--- src/rtl/ucyc_pkg.sv ---
package ucyc_pkg;

    typedef enum logic [0:0] {
        ST_RUN   = 1'b0,
        ST_STALL = 1'b1
    } ucyc_state_e;

    typedef enum logic [1:0] {
        LEN_SHORT = 2'b00,
        LEN_MED   = 2'b01,
        LEN_LONG  = 2'b10,
        LEN_ALT   = 2'b11
    } ucyc_len_e;

endpackage

--- src/rtl/ucyc_len_decode.sv ---
module ucyc_len_decode
    import ucyc_pkg::*;
#(
    parameter int CNT_W   = 4,
    parameter int T_SHORT = 7,
    parameter int T_MED   = 10,
    parameter int T_LONG  = 15
) (
    input  logic [1:0]       code,
    output logic [CNT_W-1:0] term
);

    // Map each length code to the number of ticks in the microcycle.
    always_comb begin
        unique case (ucyc_len_e'(code))
            LEN_SHORT: term = CNT_W'(T_SHORT);
            LEN_MED:   term = CNT_W'(T_MED);
            LEN_LONG:  term = CNT_W'(T_LONG);
            LEN_ALT:   term = CNT_W'(T_SHORT);
            default:   term = CNT_W'(T_SHORT);
        endcase
    end

endmodule

--- src/rtl/ucyc_tick_counter.sv ---
module ucyc_tick_counter #(
    parameter int CNT_W   = 4,
    parameter int T_RESET = 7
) (
    input  logic             clk,
    input  logic             rst,
    input  logic             run,
    input  logic [CNT_W-1:0] term_in,
    output logic             first_tick,
    output logic             last_tick
);

    localparam logic [CNT_W-1:0] ONE = CNT_W'(1);

    logic [CNT_W-1:0] cnt_q;
    logic [CNT_W-1:0] term_q;

    // The length is latched on the first tick and used for the rest of the microcycle.
    always_comb begin
        first_tick = run && (cnt_q == '0);
        last_tick  = run && (cnt_q != '0) && (cnt_q == term_q - ONE);
    end

    always_ff @(posedge clk) begin
        if (rst) begin
            cnt_q  <= '0;
            term_q <= CNT_W'(T_RESET);
        end else if (run) begin
            if (first_tick) begin
                term_q <= term_in;
            end
            if (last_tick) begin
                cnt_q <= '0;
            end else begin
                cnt_q <= cnt_q + ONE;
            end
        end
    end

    a_r4_count_frozen: assert property (@(posedge clk) disable iff (rst)
        !run |=> $stable(cnt_q));

    a_r2_length_held: assert property (@(posedge clk) disable iff (rst)
        !first_tick |=> $stable(term_q));

    a_r1_count_bound: assert property (@(posedge clk) disable iff (rst)
        cnt_q < term_q);

endmodule

--- src/rtl/ucyc_stall_fsm.sv ---
module ucyc_stall_fsm
    import ucyc_pkg::*;
(
    input  logic clk,
    input  logic rst,
    input  logic first_tick,
    input  logic last_tick,
    input  logic bus_req,
    input  logic bus_done,
    output logic run,
    output logic halted
);

    ucyc_state_e state_q;
    ucyc_state_e state_d;
    logic        pend_q;

    // State register and the bus request latched on the first tick.
    always_ff @(posedge clk) begin
        if (rst) begin
            state_q <= ST_RUN;
            pend_q  <= 1'b0;
        end else begin
            state_q <= state_d;
            if (first_tick) begin
                pend_q <= bus_req;
            end
        end
    end

    // Next-state logic: enter stall and resume.
    always_comb begin
        state_d = state_q;
        unique case (state_q)
            ST_RUN:   if (last_tick && pend_q) state_d = ST_STALL;
            ST_STALL: if (bus_done)            state_d = ST_RUN;
            default:                           state_d = ST_RUN;
        endcase
    end

    // State outputs.
    always_comb begin
        halted = (state_q == ST_STALL);
        run    = !halted;
    end

    a_r3_enter_stall: assert property (@(posedge clk) disable iff (rst)
        (last_tick && pend_q) |=> halted);

    a_r3_no_stall: assert property (@(posedge clk) disable iff (rst)
        (last_tick && !pend_q) |=> !halted);

    a_r4_wait_bus: assert property (@(posedge clk) disable iff (rst)
        (halted && !bus_done) |=> halted);

    a_r5_resume: assert property (@(posedge clk) disable iff (rst)
        (halted && bus_done) |=> (!halted && first_tick));

endmodule

--- src/rtl/ucyc_elapsed.sv ---
module ucyc_elapsed #(
    parameter int ELAPSED_W = 16
) (
    input  logic                 clk,
    input  logic                 rst,
    input  logic                 instr_start,
    output logic [ELAPSED_W-1:0] elapsed
);

    localparam logic [ELAPSED_W-1:0] ONE = ELAPSED_W'(1);

    // The tick carrying the start pulse counts as the instruction's first tick.
    always_ff @(posedge clk) begin
        if (rst) begin
            elapsed <= '0;
        end else if (instr_start) begin
            elapsed <= ONE;
        end else begin
            elapsed <= elapsed + ONE;
        end
    end

    a_r6_step: assert property (@(posedge clk) disable iff (rst)
        !instr_start |=> (elapsed == $past(elapsed) + ONE));

    a_r7_restart: assert property (@(posedge clk) disable iff (rst)
        instr_start |=> (elapsed == ONE));

endmodule

--- src/rtl/ucyc_timing_gen.sv ---
module ucyc_timing_gen #(
    parameter int TICK_NS   = 20,
    parameter int SHORT_NS  = 140,
    parameter int MED_NS    = 200,
    parameter int LONG_NS   = 300,
    parameter int ELAPSED_W = 16
) (
    input  logic                 clk,
    input  logic                 rst,
    input  logic [1:0]           len_sel,
    input  logic                 bus_req,
    input  logic                 bus_done,
    input  logic                 instr_start,
    output logic                 ucyc_end,
    output logic                 halted,
    output logic [ELAPSED_W-1:0] elapsed
);

    localparam int T_SHORT = SHORT_NS / TICK_NS;
    localparam int T_MED   = MED_NS / TICK_NS;
    localparam int T_LONG  = LONG_NS / TICK_NS;
    localparam int CNT_W   = $clog2(T_LONG + 1);

    logic [CNT_W-1:0] term;
    logic             run;
    logic             first_tick;
    logic             last_tick;

    ucyc_len_decode #(
        .CNT_W  (CNT_W),
        .T_SHORT(T_SHORT),
        .T_MED  (T_MED),
        .T_LONG (T_LONG)
    ) u_decode (
        .code(len_sel),
        .term(term)
    );

    ucyc_tick_counter #(
        .CNT_W  (CNT_W),
        .T_RESET(T_SHORT)
    ) u_counter (
        .clk       (clk),
        .rst       (rst),
        .run       (run),
        .term_in   (term),
        .first_tick(first_tick),
        .last_tick (last_tick)
    );

    ucyc_stall_fsm u_fsm (
        .clk       (clk),
        .rst       (rst),
        .first_tick(first_tick),
        .last_tick (last_tick),
        .bus_req   (bus_req),
        .bus_done  (bus_done),
        .run       (run),
        .halted    (halted)
    );

    ucyc_elapsed #(
        .ELAPSED_W(ELAPSED_W)
    ) u_elapsed (
        .clk        (clk),
        .rst        (rst),
        .instr_start(instr_start),
        .elapsed    (elapsed)
    );

    assign ucyc_end = last_tick;

    a_r4_no_strobe_halted: assert property (@(posedge clk) disable iff (rst)
        halted |-> !ucyc_end);

endmodule

--- config.mk ---
export PLATFORM = sky130hd
export DESIGN_NAME = ucyc_timing_gen
export DESIGN_NICKNAME = d
export VERILOG_FILES = /design/src/rtl/ucyc_pkg.sv /design/src/rtl/ucyc_len_decode.sv /design/src/rtl/ucyc_tick_counter.sv /design/src/rtl/ucyc_stall_fsm.sv /design/src/rtl/ucyc_elapsed.sv /design/src/rtl/ucyc_timing_gen.sv
export SDC_FILE = /design/constraint.sdc
export NUM_CORES = 1
export LEC_CHECK = 0
export ABC_AREA = 1
export CORE_ASPECT_RATIO = 1.25
export CORE_MARGIN = 8
export CORE_UTILIZATION = 60
export CTS_CLUSTER_DIAMETER = 80
export DETAILED_ROUTE_END_ITERATION = 6
export DONT_BUFFER_PORTS = 1
export PLACE_DENSITY_LB_ADDON = 0.3
export RECOVER_POWER = 50
export SLEW_MARGIN = 20
export SYNTH_ARGS = -nofsm -noshare
export SYNTH_HDL_FRONTEND = slang
export SYNTH_HIERARCHICAL = 1
export SYNTH_SLANG_ARGS = --single-unit
--- constraint.sdc ---
create_clock -name clk -period 2.5 [get_ports clk]
set_input_delay 0.25 -clock clk [delete_from_list [all_inputs] [get_ports clk]]
set_output_delay 0.25 -clock clk [all_outputs]
set_load 0.005 [all_outputs]
Word-level counts from Yosys, hierarchy flattened
Index checks and enable logic that the tools add are counted.
{"block": "op_classes", "muxes": 6, "eq_ne": 4, "n_addsub": 3, "reduce_logical": 11, "bitwise_logic": 1}
{"operator": "adder 16 x 1 -> 16 bit, second input constant", "n": 1}
{"operator": "case mux 4 bit (3 select lines)", "n": 1}
{"operator": "adder 4 x 1 -> 4 bit, second input constant", "n": 1}
{"operator": "== test 2 bit, second input constant", "n": 2}
{"operator": "== test 4 bit", "n": 1}
{"operator": "logical AND 1 bit", "n": 4}
{"operator": "logical NOT 4 bit", "n": 1}
{"operator": "two-way mux 4 bit", "n": 1}
{"operator": "nonzero test 4 bit", "n": 1}
{"operator": "OR reduction 2 bit", "n": 2}
{"operator": "subtractor 4 x 1 -> 4 bit, second input constant", "n": 1}
{"operator": "two-way mux 1 bit", "n": 3}
{"operator": "== test 2 x 1 -> 1 bit, second input constant", "n": 1}
{"operator": "logical NOT 2 bit", "n": 1}
{"operator": "case mux 1 bit (2 select lines)", "n": 1}
{"operator": "AND reduction 2 bit", "n": 1}
{"operator": "logical NOT 1 bit", "n": 1}
{"operator": "NOT 1 bit", "n": 1}
{"block": "totals", "word_cells": 31, "out_inout_bits": 18, "inputBits": 7, "regBits": 26}

Logic depth before layout (Yosys ltp)
{"block": "logic_depth", "word_depth": 6, "ltp_mapped": 12, "depth_no_buf": 12}

By module
The synthesis kept the hierarchy.
{"mod": "ucyc_elapsed", "area_per_inst_um2": 799.5, "seq_area_each_um2": 320.3, "n_inst": 1, "cells_each": 122}
{"mod": "ucyc_tick_counter", "area_per_inst_um2": 505.5, "seq_area_each_um2": 160.2, "n_inst": 1, "cells_each": 78}
{"mod": "ucyc_stall_fsm", "area_per_inst_um2": 82.6, "seq_area_each_um2": 40.0, "n_inst": 1, "cells_each": 13}
{"mod": "ucyc_len_decode", "area_per_inst_um2": 42.5, "seq_area_each_um2": 0.0, "n_inst": 1, "cells_each": 7}

Worst setup path after synthesis
Ideal clock, no wire load.
{"block": "synth_path", "path_kind": "register to output", "from": "register u_counter.term_q[0]", "to": "output ucyc_end", "path_buffers": 0, "arrival_time_ns": 1.169, "t_required_ns": 2.250, "path_stages_with_launch": 8, "setup_slack_ns": 1.081, "cell_sequence": "dfxtp_1 -> inv_1 -> ha_1 -> a21oi_2 -> nand2_1 -> nor2_2 -> nand3_2 -> inv_1"}
{"block": "synth_via", "elab_chain_len": 3}
{"item": "start: declaration", "line_no": "ucyc_tick_counter.sv:16", "text": "logic [CNT_W-1:0] term_q;"}
{"item": "start signal: assignment", "line_no": "ucyc_tick_counter.sv:27", "text": "term_q <= CNT_W'(T_RESET);"}
{"item": "start signal: assignment", "line_no": "ucyc_tick_counter.sv:30", "text": "term_q <= term_in;"}
{"item": "subtractor 4 x 1 -> 4 bit", "line_no": "ucyc_tick_counter.sv:21", "text": "last_tick = run && (cnt_q != '0) && (cnt_q == term_q - ONE);"}
{"item": "== test 4 bit", "line_no": "ucyc_tick_counter.sv:21"}
{"item": "logical AND 1 bit", "line_no": "ucyc_tick_counter.sv:21"}
{"item": "end: declaration", "line_no": "ucyc_timing_gen.sv:14", "text": "output logic ucyc_end,"}
No other way between the ends.

Worst setup path in the final report
Ends and elaborated chain as after synthesis.

==> PnR_summary.wiki <==
{| class="wikitable"
! Metric !! Value
|-
| Run status || completed
|-
| Proportion of register bits with asynchronous set or reset after synthesis || 0%
|-
| Final Slew Violations || 0
|-
| Number of DRC violations after detailed routing || 0
|-
| CP dominant cell by count || sky130_fd_sc_hd__inv_1
|-
| Post-Synthesis Net Count || 232
|-
| Quantity of I/O buffers inserted on ports || 0
|-
| Number of cells in the design after placement || 251
|-
| Top achievable clock speed || ~530 MHz
|-
| Clk sink count || 26
|-
| Critical-path top delay cell || sky130_fd_sc_hd__dfxtp_1
|-
| Total chip power || 0.0009081 W
|-
| Portion of the clock cycle consumed by the worst path in the final layout || about three quarters
|-
| Source-to-sink clock delay at the later pin of the worst-skew pair || ~0.32 ns
|-
| Clock-pin slew of the registers on the worst-case setup and hold paths || between 0.1 and 0.15 ns
|-
| Buffers from clock root to sink, at most || 2
|-
| Largest delay contributor family on the critical path || flip-flops
|-
| Num rows || 20
|-
| Total via count in the routed design || between 1000 and 1500
|-
| List of cells traversed by the critical path || inv_1, ha_1, inv_1, nand2_1, nand3_1, nor2_2, nand3_2, inv_1
|-
| Antenna fix cells || 0
|-
| Initial Util || 60.80%
|-
| Setup repair after global routing missed its margin || no
|-
| Detail Placement HPWL || between 2000 and 2500 um
|-
| Leading register cell type out of synthesis || sky130_fd_sc_hd__dfxtp_1
|-
| Via count of the first global-routing pass || around 1200
|-
| Min Hold Slack || 0.05040 ns
|-
| Setup Fix Bufs, Post-CTS || 0
|-
| Per-cell via count in the routed design || around 4.8
|-
| Chip Height || about 70 um
|-
| Crit path capture type || output port
|-
| Yosys top cell by area || sky130_fd_sc_hd__dfxtp_1
|-
| CTS root buf || sky130_fd_sc_hd__clkbuf_4
|-
| Netlist cell types || 26
|-
| Die outline area || 4211 um^2
|-
| Utilization of the core after routing || 63.88%
|-
| Static Leak || between 0.7 and 0.8 nW
|-
| Count of mapped cells out of synthesis || 220
|-
| Average routed wire per standard cell || 11.02 um
|-
| Category of the most critical setup path || reg -> out
|-
| Mean instance size in the synthesized netlist || 6.501 um^2
|-
| Cell count along the critical path || 8
|-
| Core Footprint || 2352 um^2
|-
| Count of flip-flops with a built-in enable after synthesis || 0
|-
| Maximum capacitance violations || 0
|-
| Die width || 59.67 um
|-
| Largest net degree at the start of global routing || 15
|-
| Crit path arrival time || 1.62 ns
|-
| Count of placed standard cells in the final layout, fillers left out || 256
|-
| Synthesized area || between 1000 and 1500 um^2
|-
| Inserted Clock Buffers || 3
|-
| Global-route wire length before repair || 4781 um
|-
| Max H-tree Level || 1
|-
| Area share of the largest cell type after synthesis || 36.40%
|-
| WL final || around 2800 um
|-
| Worst reg2reg path depth || 10
|-
| Worst Path Buf+Inv || 3
|-
| CTS tree || done
|-
| Total routing usage reported by global routing || 14.37%
|-
| Setup violations, final || 0
|-
| ANT nets after route || 0
|-
| Sequential cell area fraction in the yosys report || a little over a third
|-
| Area growth from synthesis to layout || 5.074%
|-
| DRT Pass-1 Iters || 4
|-
| Number of flip-flops and latches in the synthesized netlist || 26
|-
| Global placer's final weighted congestion || ~0.88
|-
| Slowest Stage Delay on Critical Path || ~0.37 ns
|-
| Number of antenna violations at the first check in global routing || 0
|-
| Setup Skew || around 0.0052 ns
|-
| First-iteration detailed-routing DRC count || 33
|-
| Remaining Overflow, GRT || 0
|-
| Cell types occupying the most area after synthesis || sky130_fd_sc_hd__dfxtp_1 36%, sky130_fd_sc_hd__nand2_1 16%, sky130_fd_sc_hd__inv_1 11%
|-
| Number of instances on the worst hold path || 2
|-
| Hold Vio Cnt, Final || 0
|-
| Cell area power density || around 600 nW/um^2
|-
| Min-delay worst type || in -> reg
|-
| I/O pins || 25
|-
| Worst VDD drop || slightly above 0.4 mV
|-
| Critical Path Fanout Max || 4
|-
| Total number of yosys warnings || 6
|-
| Endpoint required time on the critical path || 2.25 ns
|-
| Critical path launch point type || register
|-
| Setup tns final || 0 ns
|-
| Post-layout min period || 1.870 ns
|-
| Layout cell share with drive strength beyond 1 || approximately 9%
|-
| # nets final || between 200 and 250
|}
[flip-flops by register name (all words and copies together), names as in the netlist]
register	flops
u_counter/cnt_q	4
u_fsm/halted	1
u_elapsed/elapsed	16
u_counter/term_q	4
u_fsm/pend_q	1
[cells in the mapped netlist (all sizes together), types with 2 or more instances]
master  instances
o21ai           7
a21oi           9
nand4           2
dfxtp          26
nand3           9
o21bai          2
nor2           37
inv            44
xor2            3
o211ai          3
ha              5
nand2          65
buf             3
nor3            2
[layout by cell type, fill, tap and decap left out]
master	count
sky130_fd_sc_hd__xnor2_1	1
sky130_fd_sc_hd__nand4_1	2
sky130_fd_sc_hd__conb_1	1
sky130_fd_sc_hd__dfxtp_1	26
sky130_fd_sc_hd__nand3_1	8
sky130_fd_sc_hd__buf_4	1
sky130_fd_sc_hd__nor3_1	2
sky130_fd_sc_hd__o21ai_0	7
sky130_fd_sc_hd__nand2_1	62
sky130_fd_sc_hd__o21a_1	1
sky130_fd_sc_hd__nor2_4	1
sky130_fd_sc_hd__o21bai_2	1
sky130_fd_sc_hd__a21oi_2	1
sky130_fd_sc_hd__clkbuf_4	3
sky130_fd_sc_hd__nor2_1	31
sky130_fd_sc_hd__o211ai_1	3
sky130_fd_sc_hd__a21oi_1	8
sky130_fd_sc_hd__nor2_2	5
sky130_fd_sc_hd__inv_1	41
sky130_fd_sc_hd__clkbuf_8	1
sky130_fd_sc_hd__xor2_1	3
sky130_fd_sc_hd__ha_1	5
sky130_fd_sc_hd__inv_2	3
sky130_fd_sc_hd__nand2_2	2
sky130_fd_sc_hd__dlygate4sd3_1	1
sky130_fd_sc_hd__o21bai_1	1
sky130_fd_sc_hd__nand2_4	1
sky130_fd_sc_hd__nand3_2	1
[metrics by stage]
step / worst slack, ns / area, um^2
3_5_place_dp: 0.9863 / 1459
3_3_place_gp: 1.018 / 1459
2_1_floorplan: 1.081 / 1430
5_1_grt: 0.4499 / 1503
4_1_cts: 0.6005 / 1505
6_report: 0.6304 / 1503
[layer usage]
layer  share of wire (%)  up-vias  wire (um)  global-route usage, %
li1                    -      666          -                      -
met5                   0        -          0                      0
met4                 2.7        0         77                  6.915
met3                 5.7        6        160                  3.267
met1                  39      539       1105                  13.62
met2                  52       24       1477                  27.16
[power by group]
group / internal [W] / switching [W]
registers: 0.000450 / 0.0000283
logic: 0.0000821 / 0.000135
clock network: 0.0000890 / 0.000123
total: 0.000622 / 0.000287
[repair_timing]
| action | CTS | global route |
|---|---|---|
| hold buffers | 1 | 0 |
| endpoints found under the hold margin | 1 | 0 |
| resized for setup | 0 | 0 |
[cells by family after synthesis]
kind of cell	share of synthesized area, %
buffers and inverters	12.95
other	0.2622
xor gates and xnor gates	2.450
DFF	36.40
AOI/OAI and AO/OA	9.274
adders and majority gates	4.374
and+or+nand+nor	34.30
[worst paths after layout]
kind                        from              endpoint  slack [ns]
min                  instr_start  u_elapsed/elapsed[0]        0.05
min reg2reg         u_fsm/pend_q          u_fsm/pend_q        0.51
max reg2reg  u_counter/term_q[0]          u_fsm/halted        0.99
max          u_counter/term_q[0]              ucyc_end        0.63
[final cells by class]
| cell class | count | area, um^2 |
|---|---|---|
| timing repair buffer | 2 | 17.52 |
| inverter | 44 | 165.2 |
| multi-input combinational | 147 | 721.9 |
| sequential | 26 | 520.5 |
| clock buffer | 4 | 36.28 |
| fill | 255 | 849.6 |
| tap | 33 | 41.29 |
No activity file was read; power rests on OpenSTA's default activity.
